## config.mk

```make
export PLATFORM = sky130hd
export DESIGN_NAME = ecc_scrub_unit
export DESIGN_NICKNAME = d
export VERILOG_FILES = /design/src/rtl/ecc_scrub_pkg.sv /design/src/rtl/ecc_hamming_gen.sv /design/src/rtl/ecc_encoder.sv /design/src/rtl/ecc_decoder.sv /design/src/rtl/ecc_sat_counter.sv /design/src/rtl/ecc_scrub_unit.sv
export SDC_FILE = /design/constraint.sdc
export NUM_CORES = 1
export LEC_CHECK = 0
export CORE_ASPECT_RATIO = 1.25
export CORE_MARGIN = 3
export CORE_UTILIZATION = 37
export CTS_CLUSTER_DIAMETER = 150
export DETAILED_ROUTE_END_ITERATION = 12
export PLACE_DENSITY = 0.69
export SLEW_MARGIN = 20
export SYNTH_ARGS = -nofsm -noshare
export SYNTH_HDL_FRONTEND = slang
export SYNTH_HIERARCHICAL = 1
export SYNTH_SLANG_ARGS = --single-unit
```

## constraint.sdc

```tcl
create_clock -name clk -period 6.6 [get_ports clk]
set_clock_uncertainty 0.1 [all_clocks]
set_input_delay 0.66 -clock clk [delete_from_list [all_inputs] [get_ports clk]]
set_output_delay 0.66 -clock clk [all_outputs]
set_load 0.02 [all_outputs]
```

## src/rtl/ecc_scrub_pkg.sv

```systemverilog
package ecc_scrub_pkg;

  typedef enum logic [1:0] {
    ST_CLEAN  = 2'b00,
    ST_CORR   = 2'b01,
    ST_UNCORR = 2'b10,
    ST_PAR    = 2'b11
  } ecc_status_e;

  // Smallest Hamming width p with 2^p >= data + p + 1.
  function automatic int ham_bits(input int dw);
    int p;
    p = 1;
    while ((1 << p) < dw + p + 1) p++;
    return p;
  endfunction

  // Code position of data bit idx: ascending, powers of two skipped.
  function automatic int data_pos(input int idx, input int hw);
    int cnt;
    int res;
    cnt = 0;
    res = 0;
    for (int q = 1; q < (1 << hw); q++) begin
      if ((q & (q - 1)) != 0) begin
        if (cnt == idx) res = q;
        cnt++;
      end
    end
    return res;
  endfunction

endpackage

```

## src/rtl/ecc_hamming_gen.sv

```systemverilog
module ecc_hamming_gen
  import ecc_scrub_pkg::*;
#(
  parameter int DATA_W = 64,
  parameter int HAM_W  = ham_bits(DATA_W)
) (
  input  logic [DATA_W-1:0] data_i,
  output logic [HAM_W-1:0]  ham_o
);

  logic [HAM_W-1:0] term [DATA_W];

  for (genvar gi = 0; gi < DATA_W; gi++) begin : g_term
    localparam int POS = data_pos(gi, HAM_W);
    assign term[gi] = data_i[gi] ? POS[HAM_W-1:0] : '0;
  end

  always_comb begin
    ham_o = '0;
    for (int i = 0; i < DATA_W; i++) ham_o = ham_o ^ term[i];
  end

endmodule

```

## src/rtl/ecc_encoder.sv

```systemverilog
module ecc_encoder
  import ecc_scrub_pkg::*;
#(
  parameter int DATA_W = 64,
  parameter int HAM_W  = ham_bits(DATA_W)
) (
  input  logic              clk,
  input  logic              rst,
  input  logic              valid_i,
  input  logic [DATA_W-1:0] data_i,
  output logic              valid_o,
  output logic [DATA_W-1:0] data_o,
  output logic [HAM_W:0]    chk_o
);

  logic [HAM_W-1:0] ham;

  ecc_hamming_gen #(.DATA_W(DATA_W), .HAM_W(HAM_W)) u_gen (
    .data_i (data_i),
    .ham_o  (ham)
  );

  always_ff @(posedge clk) begin
    if (rst) begin
      valid_o <= 1'b0;
      data_o  <= '0;
      chk_o   <= '0;
    end else begin
      valid_o <= valid_i;
      data_o  <= data_i;
      chk_o   <= {^{data_i, ham}, ham};
    end
  end

  p_wr_follow_r1: assert property (@(posedge clk) disable iff (rst)
    valid_i |=> valid_o);

  p_wr_even_r1: assert property (@(posedge clk) disable iff (rst)
    valid_o |-> (^{data_o, chk_o}) == 1'b0);

endmodule

```

## src/rtl/ecc_decoder.sv

```systemverilog
module ecc_decoder
  import ecc_scrub_pkg::*;
#(
  parameter int DATA_W = 64,
  parameter int ADDR_W = 16,
  parameter int HAM_W  = ham_bits(DATA_W)
) (
  input  logic              clk,
  input  logic              rst,
  input  logic              valid_i,
  input  logic [ADDR_W-1:0] addr_i,
  input  logic [DATA_W-1:0] data_i,
  input  logic [HAM_W:0]    chk_i,
  input  logic              scrub_en_i,
  output logic              valid_o,
  output logic [DATA_W-1:0] data_o,
  output ecc_status_e       status_o,
  output logic              scrub_req_o,
  output logic [ADDR_W-1:0] scrub_addr_o,
  output logic [HAM_W:0]    scrub_chk_o
);

  logic [HAM_W-1:0]  ham_rx;
  logic [HAM_W-1:0]  syn;
  logic [HAM_W-1:0]  ham_fix;
  logic [DATA_W-1:0] hit;
  logic [DATA_W-1:0] data_fix;
  logic              par_err;
  logic              any_hit;
  logic              syn_is_chk;
  ecc_status_e       st_nx;

  ecc_hamming_gen #(.DATA_W(DATA_W), .HAM_W(HAM_W)) u_gen_rx (
    .data_i (data_i),
    .ham_o  (ham_rx)
  );

  assign syn     = ham_rx ^ chk_i[HAM_W-1:0];
  assign par_err = ^{data_i, chk_i};

  for (genvar gi = 0; gi < DATA_W; gi++) begin : g_hit
    localparam int POS = data_pos(gi, HAM_W);
    assign hit[gi] = (syn == POS[HAM_W-1:0]);
  end

  assign any_hit    = |hit;
  assign syn_is_chk = (syn != '0) && ((syn & (syn - 1'b1)) == '0);

  always_comb begin
    st_nx    = ST_CLEAN;
    data_fix = data_i;
    if (syn == '0) begin
      st_nx = par_err ? ST_PAR : ST_CLEAN;
    end else if (par_err && any_hit) begin
      st_nx    = ST_CORR;
      data_fix = data_i ^ hit;
    end else if (par_err && syn_is_chk) begin
      st_nx = ST_CORR;
    end else begin
      st_nx = ST_UNCORR;
    end
  end

  ecc_hamming_gen #(.DATA_W(DATA_W), .HAM_W(HAM_W)) u_gen_fix (
    .data_i (data_fix),
    .ham_o  (ham_fix)
  );

  always_ff @(posedge clk) begin
    if (rst) begin
      valid_o      <= 1'b0;
      data_o       <= '0;
      status_o     <= ST_CLEAN;
      scrub_req_o  <= 1'b0;
      scrub_addr_o <= '0;
      scrub_chk_o  <= '0;
    end else begin
      valid_o      <= valid_i;
      data_o       <= data_fix;
      status_o     <= st_nx;
      scrub_req_o  <= valid_i && scrub_en_i && (st_nx == ST_CORR || st_nx == ST_PAR);
      scrub_addr_o <= addr_i;
      scrub_chk_o  <= {^{data_fix, ham_fix}, ham_fix};
    end
  end

  p_rd_follow_r2: assert property (@(posedge clk) disable iff (rst)
    valid_i |=> valid_o);

  p_clean_keeps_r2: assert property (@(posedge clk) disable iff (rst)
    valid_o && status_o == ST_CLEAN |-> data_o == $past(data_i));

  p_one_flip_r3: assert property (@(posedge clk) disable iff (rst)
    valid_o && status_o == ST_CORR |-> $countones(data_o ^ $past(data_i)) <= 1);

  p_par_keeps_r5: assert property (@(posedge clk) disable iff (rst)
    valid_o && status_o == ST_PAR |-> data_o == $past(data_i));

  p_uncorr_raw_r6: assert property (@(posedge clk) disable iff (rst)
    valid_o && status_o == ST_UNCORR |-> data_o == $past(data_i));

  p_scrub_gate_r8: assert property (@(posedge clk) disable iff (rst)
    scrub_req_o |-> valid_o && (status_o == ST_CORR || status_o == ST_PAR));

  p_scrub_even_r8: assert property (@(posedge clk) disable iff (rst)
    scrub_req_o |-> (^{data_o, scrub_chk_o}) == 1'b0);

endmodule

```

## src/rtl/ecc_sat_counter.sv

```systemverilog
module ecc_sat_counter #(
  parameter int CNT_W = 4
) (
  input  logic             clk,
  input  logic             rst,
  input  logic             clr_i,
  input  logic             inc_i,
  output logic [CNT_W-1:0] cnt_o
);

  localparam logic [CNT_W-1:0] CNT_MAX = {CNT_W{1'b1}};

  always_ff @(posedge clk) begin
    if (rst || clr_i) begin
      cnt_o <= '0;
    end else if (inc_i && cnt_o != CNT_MAX) begin
      cnt_o <= cnt_o + 1'b1;
    end
  end

  p_step_r9: assert property (@(posedge clk) disable iff (rst)
    !clr_i |=> (cnt_o == $past(cnt_o)) || (cnt_o == $past(cnt_o) + 1'b1));

  p_sat_hold_r11: assert property (@(posedge clk) disable iff (rst)
    cnt_o == CNT_MAX && !clr_i |=> cnt_o == CNT_MAX);

  p_clear_r12: assert property (@(posedge clk) disable iff (rst)
    clr_i |=> cnt_o == '0);

endmodule

```

## src/rtl/ecc_scrub_unit.sv

```systemverilog
module ecc_scrub_unit
  import ecc_scrub_pkg::*;
#(
  parameter int DATA_W = 64,
  parameter int ADDR_W = 16,
  parameter int CNT_W  = 4,
  localparam int HAM_W = ham_bits(DATA_W),
  localparam int CHK_W = HAM_W + 1
) (
  input  logic              clk,
  input  logic              rst,
  input  logic              wr_valid_i,
  input  logic [DATA_W-1:0] wr_data_i,
  output logic              wr_valid_o,
  output logic [DATA_W-1:0] wr_data_o,
  output logic [CHK_W-1:0]  wr_chk_o,
  input  logic              rd_valid_i,
  input  logic [ADDR_W-1:0] rd_addr_i,
  input  logic [DATA_W-1:0] rd_data_i,
  input  logic [CHK_W-1:0]  rd_chk_i,
  input  logic              scrub_en_i,
  output logic              rd_valid_o,
  output logic [DATA_W-1:0] rd_data_o,
  output logic [1:0]        rd_status_o,
  output logic              scrub_req_o,
  output logic [ADDR_W-1:0] scrub_addr_o,
  output logic [DATA_W-1:0] scrub_data_o,
  output logic [CHK_W-1:0]  scrub_chk_o,
  input  logic              cnt_clr_i,
  output logic [CNT_W-1:0]  corr_cnt_o,
  output logic [CNT_W-1:0]  uncorr_cnt_o
);

  localparam int N_CNT = 2;

  ecc_status_e      dec_status;
  logic [N_CNT-1:0] evt;
  logic [CNT_W-1:0] cnt [N_CNT];

  ecc_encoder #(.DATA_W(DATA_W), .HAM_W(HAM_W)) u_enc (
    .clk     (clk),
    .rst     (rst),
    .valid_i (wr_valid_i),
    .data_i  (wr_data_i),
    .valid_o (wr_valid_o),
    .data_o  (wr_data_o),
    .chk_o   (wr_chk_o)
  );

  ecc_decoder #(.DATA_W(DATA_W), .ADDR_W(ADDR_W), .HAM_W(HAM_W)) u_dec (
    .clk          (clk),
    .rst          (rst),
    .valid_i      (rd_valid_i),
    .addr_i       (rd_addr_i),
    .data_i       (rd_data_i),
    .chk_i        (rd_chk_i),
    .scrub_en_i   (scrub_en_i),
    .valid_o      (rd_valid_o),
    .data_o       (rd_data_o),
    .status_o     (dec_status),
    .scrub_req_o  (scrub_req_o),
    .scrub_addr_o (scrub_addr_o),
    .scrub_chk_o  (scrub_chk_o)
  );

  assign rd_status_o  = dec_status;
  assign scrub_data_o = rd_data_o;

  assign evt[0] = rd_valid_o && (dec_status == ST_CORR || dec_status == ST_PAR);
  assign evt[1] = rd_valid_o && (dec_status == ST_UNCORR);

  for (genvar gi = 0; gi < N_CNT; gi++) begin : g_cnt
    ecc_sat_counter #(.CNT_W(CNT_W)) u_cnt (
      .clk   (clk),
      .rst   (rst),
      .clr_i (cnt_clr_i),
      .inc_i (evt[gi]),
      .cnt_o (cnt[gi])
    );
  end

  assign corr_cnt_o   = cnt[0];
  assign uncorr_cnt_o = cnt[1];

  p_reset_quiet_r13: assert property (@(posedge clk)
    rst |=> !rd_valid_o && !wr_valid_o && !scrub_req_o
            && corr_cnt_o == '0 && uncorr_cnt_o == '0);

endmodule

```

==> impl_metrics.csv <==
group,metric,value,unit
status,status,"finished, violations left",
status,violations,"negative setup slack",
layout,n_antenna_cell,0,
placement,globalplace.congestion,0.978,
global_routing,antenna_found_initial,0,
synth,synth.most_common_cell,"xnor2_1",
timing,rsz0062_at_grt,"true",
global_routing,grt_overflow,0,
worst_setup_path,required,6800,ps
global_routing,grt_pass1_wl,71.1,mm
layout,areaGrowthSynthToFinish,66.0,%
synth,netlist_instances,1233,
synth,synth_nets,1393,
timing,worst_pin_slew,739,ps
global_routing,grt_max_degree,73,
synth,yosys.area.top_type,"dfxtp_1",
synth,synthAdderAreaFrac,0.00199,
worst_setup_path,critPathKind,"in2reg",
layout,final_core_util,0.631,
timing,min_period,6730,ps
clocking,cts_root_buf,"clkbuf_16",
timing,period_share,1.02,
drt,drc,0,
synth,synth_xor_area_frac,0.483,
synth,async_reset_ff_frac,0,
floorplan,die_area,36200,µm²
drt,wl_per_cell,20.9,µm
timing,setup_viol_count_final,1,
floorplan,die_w,171,µm
worst_setup_path,setup.worst_path.start_class,"primary input",
hold_path,whs_path_depth,2,
layout,num-nets-final,2098,
floorplan,rows,74,
synth,synthMuxAreaShare,0.00319,
placement,place.port_buffers,394,
synth,synthesis.yosys.warnings,6,
worst_setup_path,reg2reg_depth,4,
synth,synth_area,12600,µm²
timing,tns,-130,ps
synth,ys_seq_area_frac,0.276,
global_routing,grt_usage,0.267,
synth,synthTopCellsByCount,"369 x xnor2_1, 173 x dfxtp_1, 140 x nor2b_1",
clocking,cts_buffer_depth,2,
synth,syn_area_per_cell,10.2,µm²
drt,dr.first_iter.drc_count,722,
clocking,clk_latency,440,ps
drt,vias,11200,
synth,synth_edf_count,0,
placement,dp_hpwl,41.2,mm
floorplan,start_util,0.380,
synth,synth-compound-area-share,0.0328,
timing,timing.final.ws_setup,-130,ps
drt,drt_first_pass_iters,5,
clocking,h-tree-depth,4,
timing,timing.fmax,0.149,GHz
floorplan,core,33100,µm²
clocking,tritoncts,"built",
drt,wirelength,49.6,mm
timing,maxSlewViolCount,0,
synth,synth_seq_cells,173,
global_routing,grt_pass1_vias,11700,
worst_setup_path,worstPathMaxFanout,11,
floorplan,pin_count,395,
job,maxCapViolations,0,
synth,synthSimpleGateAreaFrac,0.146,
pwr,report.power.total,15.0,mW
floorplan,dieHeight,212,µm
layout,finalInstanceArea,20900,µm²
pwr,leakage,9.03,nW
clocking,cts_buffers,17,
synth,synth.area.top_cells,"dfxtp_1 28%, xnor2_1 26%, xnor3_1 16%, nor2b_1 7.0%, xor2_1 4.5%",
synth,ys.flop_type,"dfxtp_1",
drt,ant_nets,0,
pwr,ir_drop,0.842,mV
clocking,holdBufCountCts,0,
placement,postPlaceCellArea,18900,µm²
placement,dp_slack,-1270,ps
timing,hold_viol,0,
worst_setup_path,cp.arrival,6930,ps
clocking,cts.sinks,173,
clocking,clk_pin_slew,70,ps
synth,synth_top_area_frac,0.276,
drt,via_per_inst,4.72,
synth,ys_types,49,
hold_path,min_path_type,"reg2reg",
layout,drive_gt1_frac,0.300,
pwr,powerDensity,718,nW/µm²
timing,relSlewSlack,0.506,
synth,synth_top_family_by_area,"XOR/XNOR gates",
worst_setup_path,crit_path_end_kind,"register",
==> flip-flops by register name, summed over array words and instances, names as in the netlist <==
register and count:
g_cnt.u_cnt/cnt_o 8, u_dec/data_o 64, u_dec/scrub_addr_o 16, u_dec/scrub_chk_o 8, u_dec/scrub_req_o 1, u_dec/status_o 2
u_dec/valid_o 1, u_enc/chk_o 8, u_enc/data_o 64, u_enc/valid_o 1
==> layout by cell type, fill, tap and decap left out, drive strengths merged, types with 3 or more instances in the layout <==
cell type | Yosys | layout
buf | 74 | 398
nand3 | 5 | 5
clkdlybuf4s15 | 0 | 6
nor4 | 21 | 21
o21ai | 10 | 10
o22ai | 7 | 7
nor2b | 141 | 141
and3 | 3 | 3
xor2 | 65 | 65
nor3 | 15 | 15
clkbuf | 27 | 18
dfxtp | 173 | 173
a21oi | 13 | 13
mux2i | 4 | 4
clkinv | 0 | 5
dlygate4sd2 | 0 | 36
nor2 | 68 | 68
clkdlybuf4s50 | 0 | 346
a2111oi | 4 | 4
xnor3 | 96 | 96
a31oi | 5 | 5
a211oi | 3 | 3
xnor2 | 375 | 375
inv | 20 | 27
nand2 | 75 | 75
==> what timing repair did <==
action                     CTS  global route
pin swaps                  120             5
cloned                       1             0
buffers inserted            77             1
setup endpoints to repair    1             1
gates resized for setup    205            11
==> metrics by stage <==
| stage | instances | hold WS (ps) |
|---|---|---|
| after floorplan | 1233 | 460 |
| after global placement | 2258 | 395 |
| after detailed placement | 2258 | 409 |
| after CTS | 2368 | 419 |
| after global routing | 2369 | 459 |
| final | 2369 | 422 |
==> per-layer routing <==
layer	vias to the layer above	wire length [µm]	part of all wire	GRT usage
li1	5309	-	-	-
met3	128	2910	0.059	0.0469
met5	-	0	0	0
met4	0	2860	0.058	0.145
met2	478	25400	0.51	0.480
met1	5266	18400	0.37	0.299
==> logic make-up (layout without fill, tap and decap cells) <==
| logic type | Yosys count | after routing |
|---|---|---|
| buffers and inverters | 121 | 839 |
| AND/OR/NAND/NOR | 339 | 339 |
| flip-flops | 173 | 173 |
| XOR/XNOR | 536 | 536 |
| multiplexers | 4 | 4 |
| AO/OA/AOI/OAI | 58 | 58 |
| adder cells (fa/ha/maj) | 2 | 2 |
==> critical path: stages <==
cell and delay, ps:
clkdlybuf4s50_1 500, xnor2_1 140, xnor2_1 90, buf_4 140, buf_4 130, xnor3_1 400
xnor3_2 520, xor2_4 200, nand2_1 110, buf_6 180, nor2_1 130, nand2_1 120
xnor2_1 270, buf_4 180, xnor2_1 110, xnor3_1 410, xnor3_1 380, xnor3_1 410
xnor2_2 170, xnor2_1 140, xnor2_1 260, xnor2_1 170, xnor2_1 140, xnor3_1 270
xnor2_2 150, xnor3_1 260, xnor3_1 210, nor2_1 40
==> final timing paths <==
path | from | to | slack [ps]
min | g_cnt[0].u_cnt/cnt_o[1] | g_cnt[0].u_cnt/cnt_o[1] | 420
max | rd_data_i[2] | u_dec/scrub_chk_o[7] | -130
max reg2reg | g_cnt[1].u_cnt/cnt_o[1] | g_cnt[1].u_cnt/cnt_o[0] | 5230
min reg2reg | g_cnt[0].u_cnt/cnt_o[1] | g_cnt[0].u_cnt/cnt_o[1] | 420
==> report_power, final <==
group	switching (mW)	internal [mW]
combinational	5.97	6.79
sequential	0.0630	1.19
clock	0.463	0.506
==> cell type report <==
class	instances	area (µm²)
Clock inverter	14	129
Sequential cell	173	3460
Fill cell	2715	12200
Inverter	20	75.1
Clock buffer	18	439
Multi-Input combinational cell	939	9260
Tap cell	418	523
Timing Repair Buffer	787	6970
No activity file was read; power rests on OpenSTA's default activity.
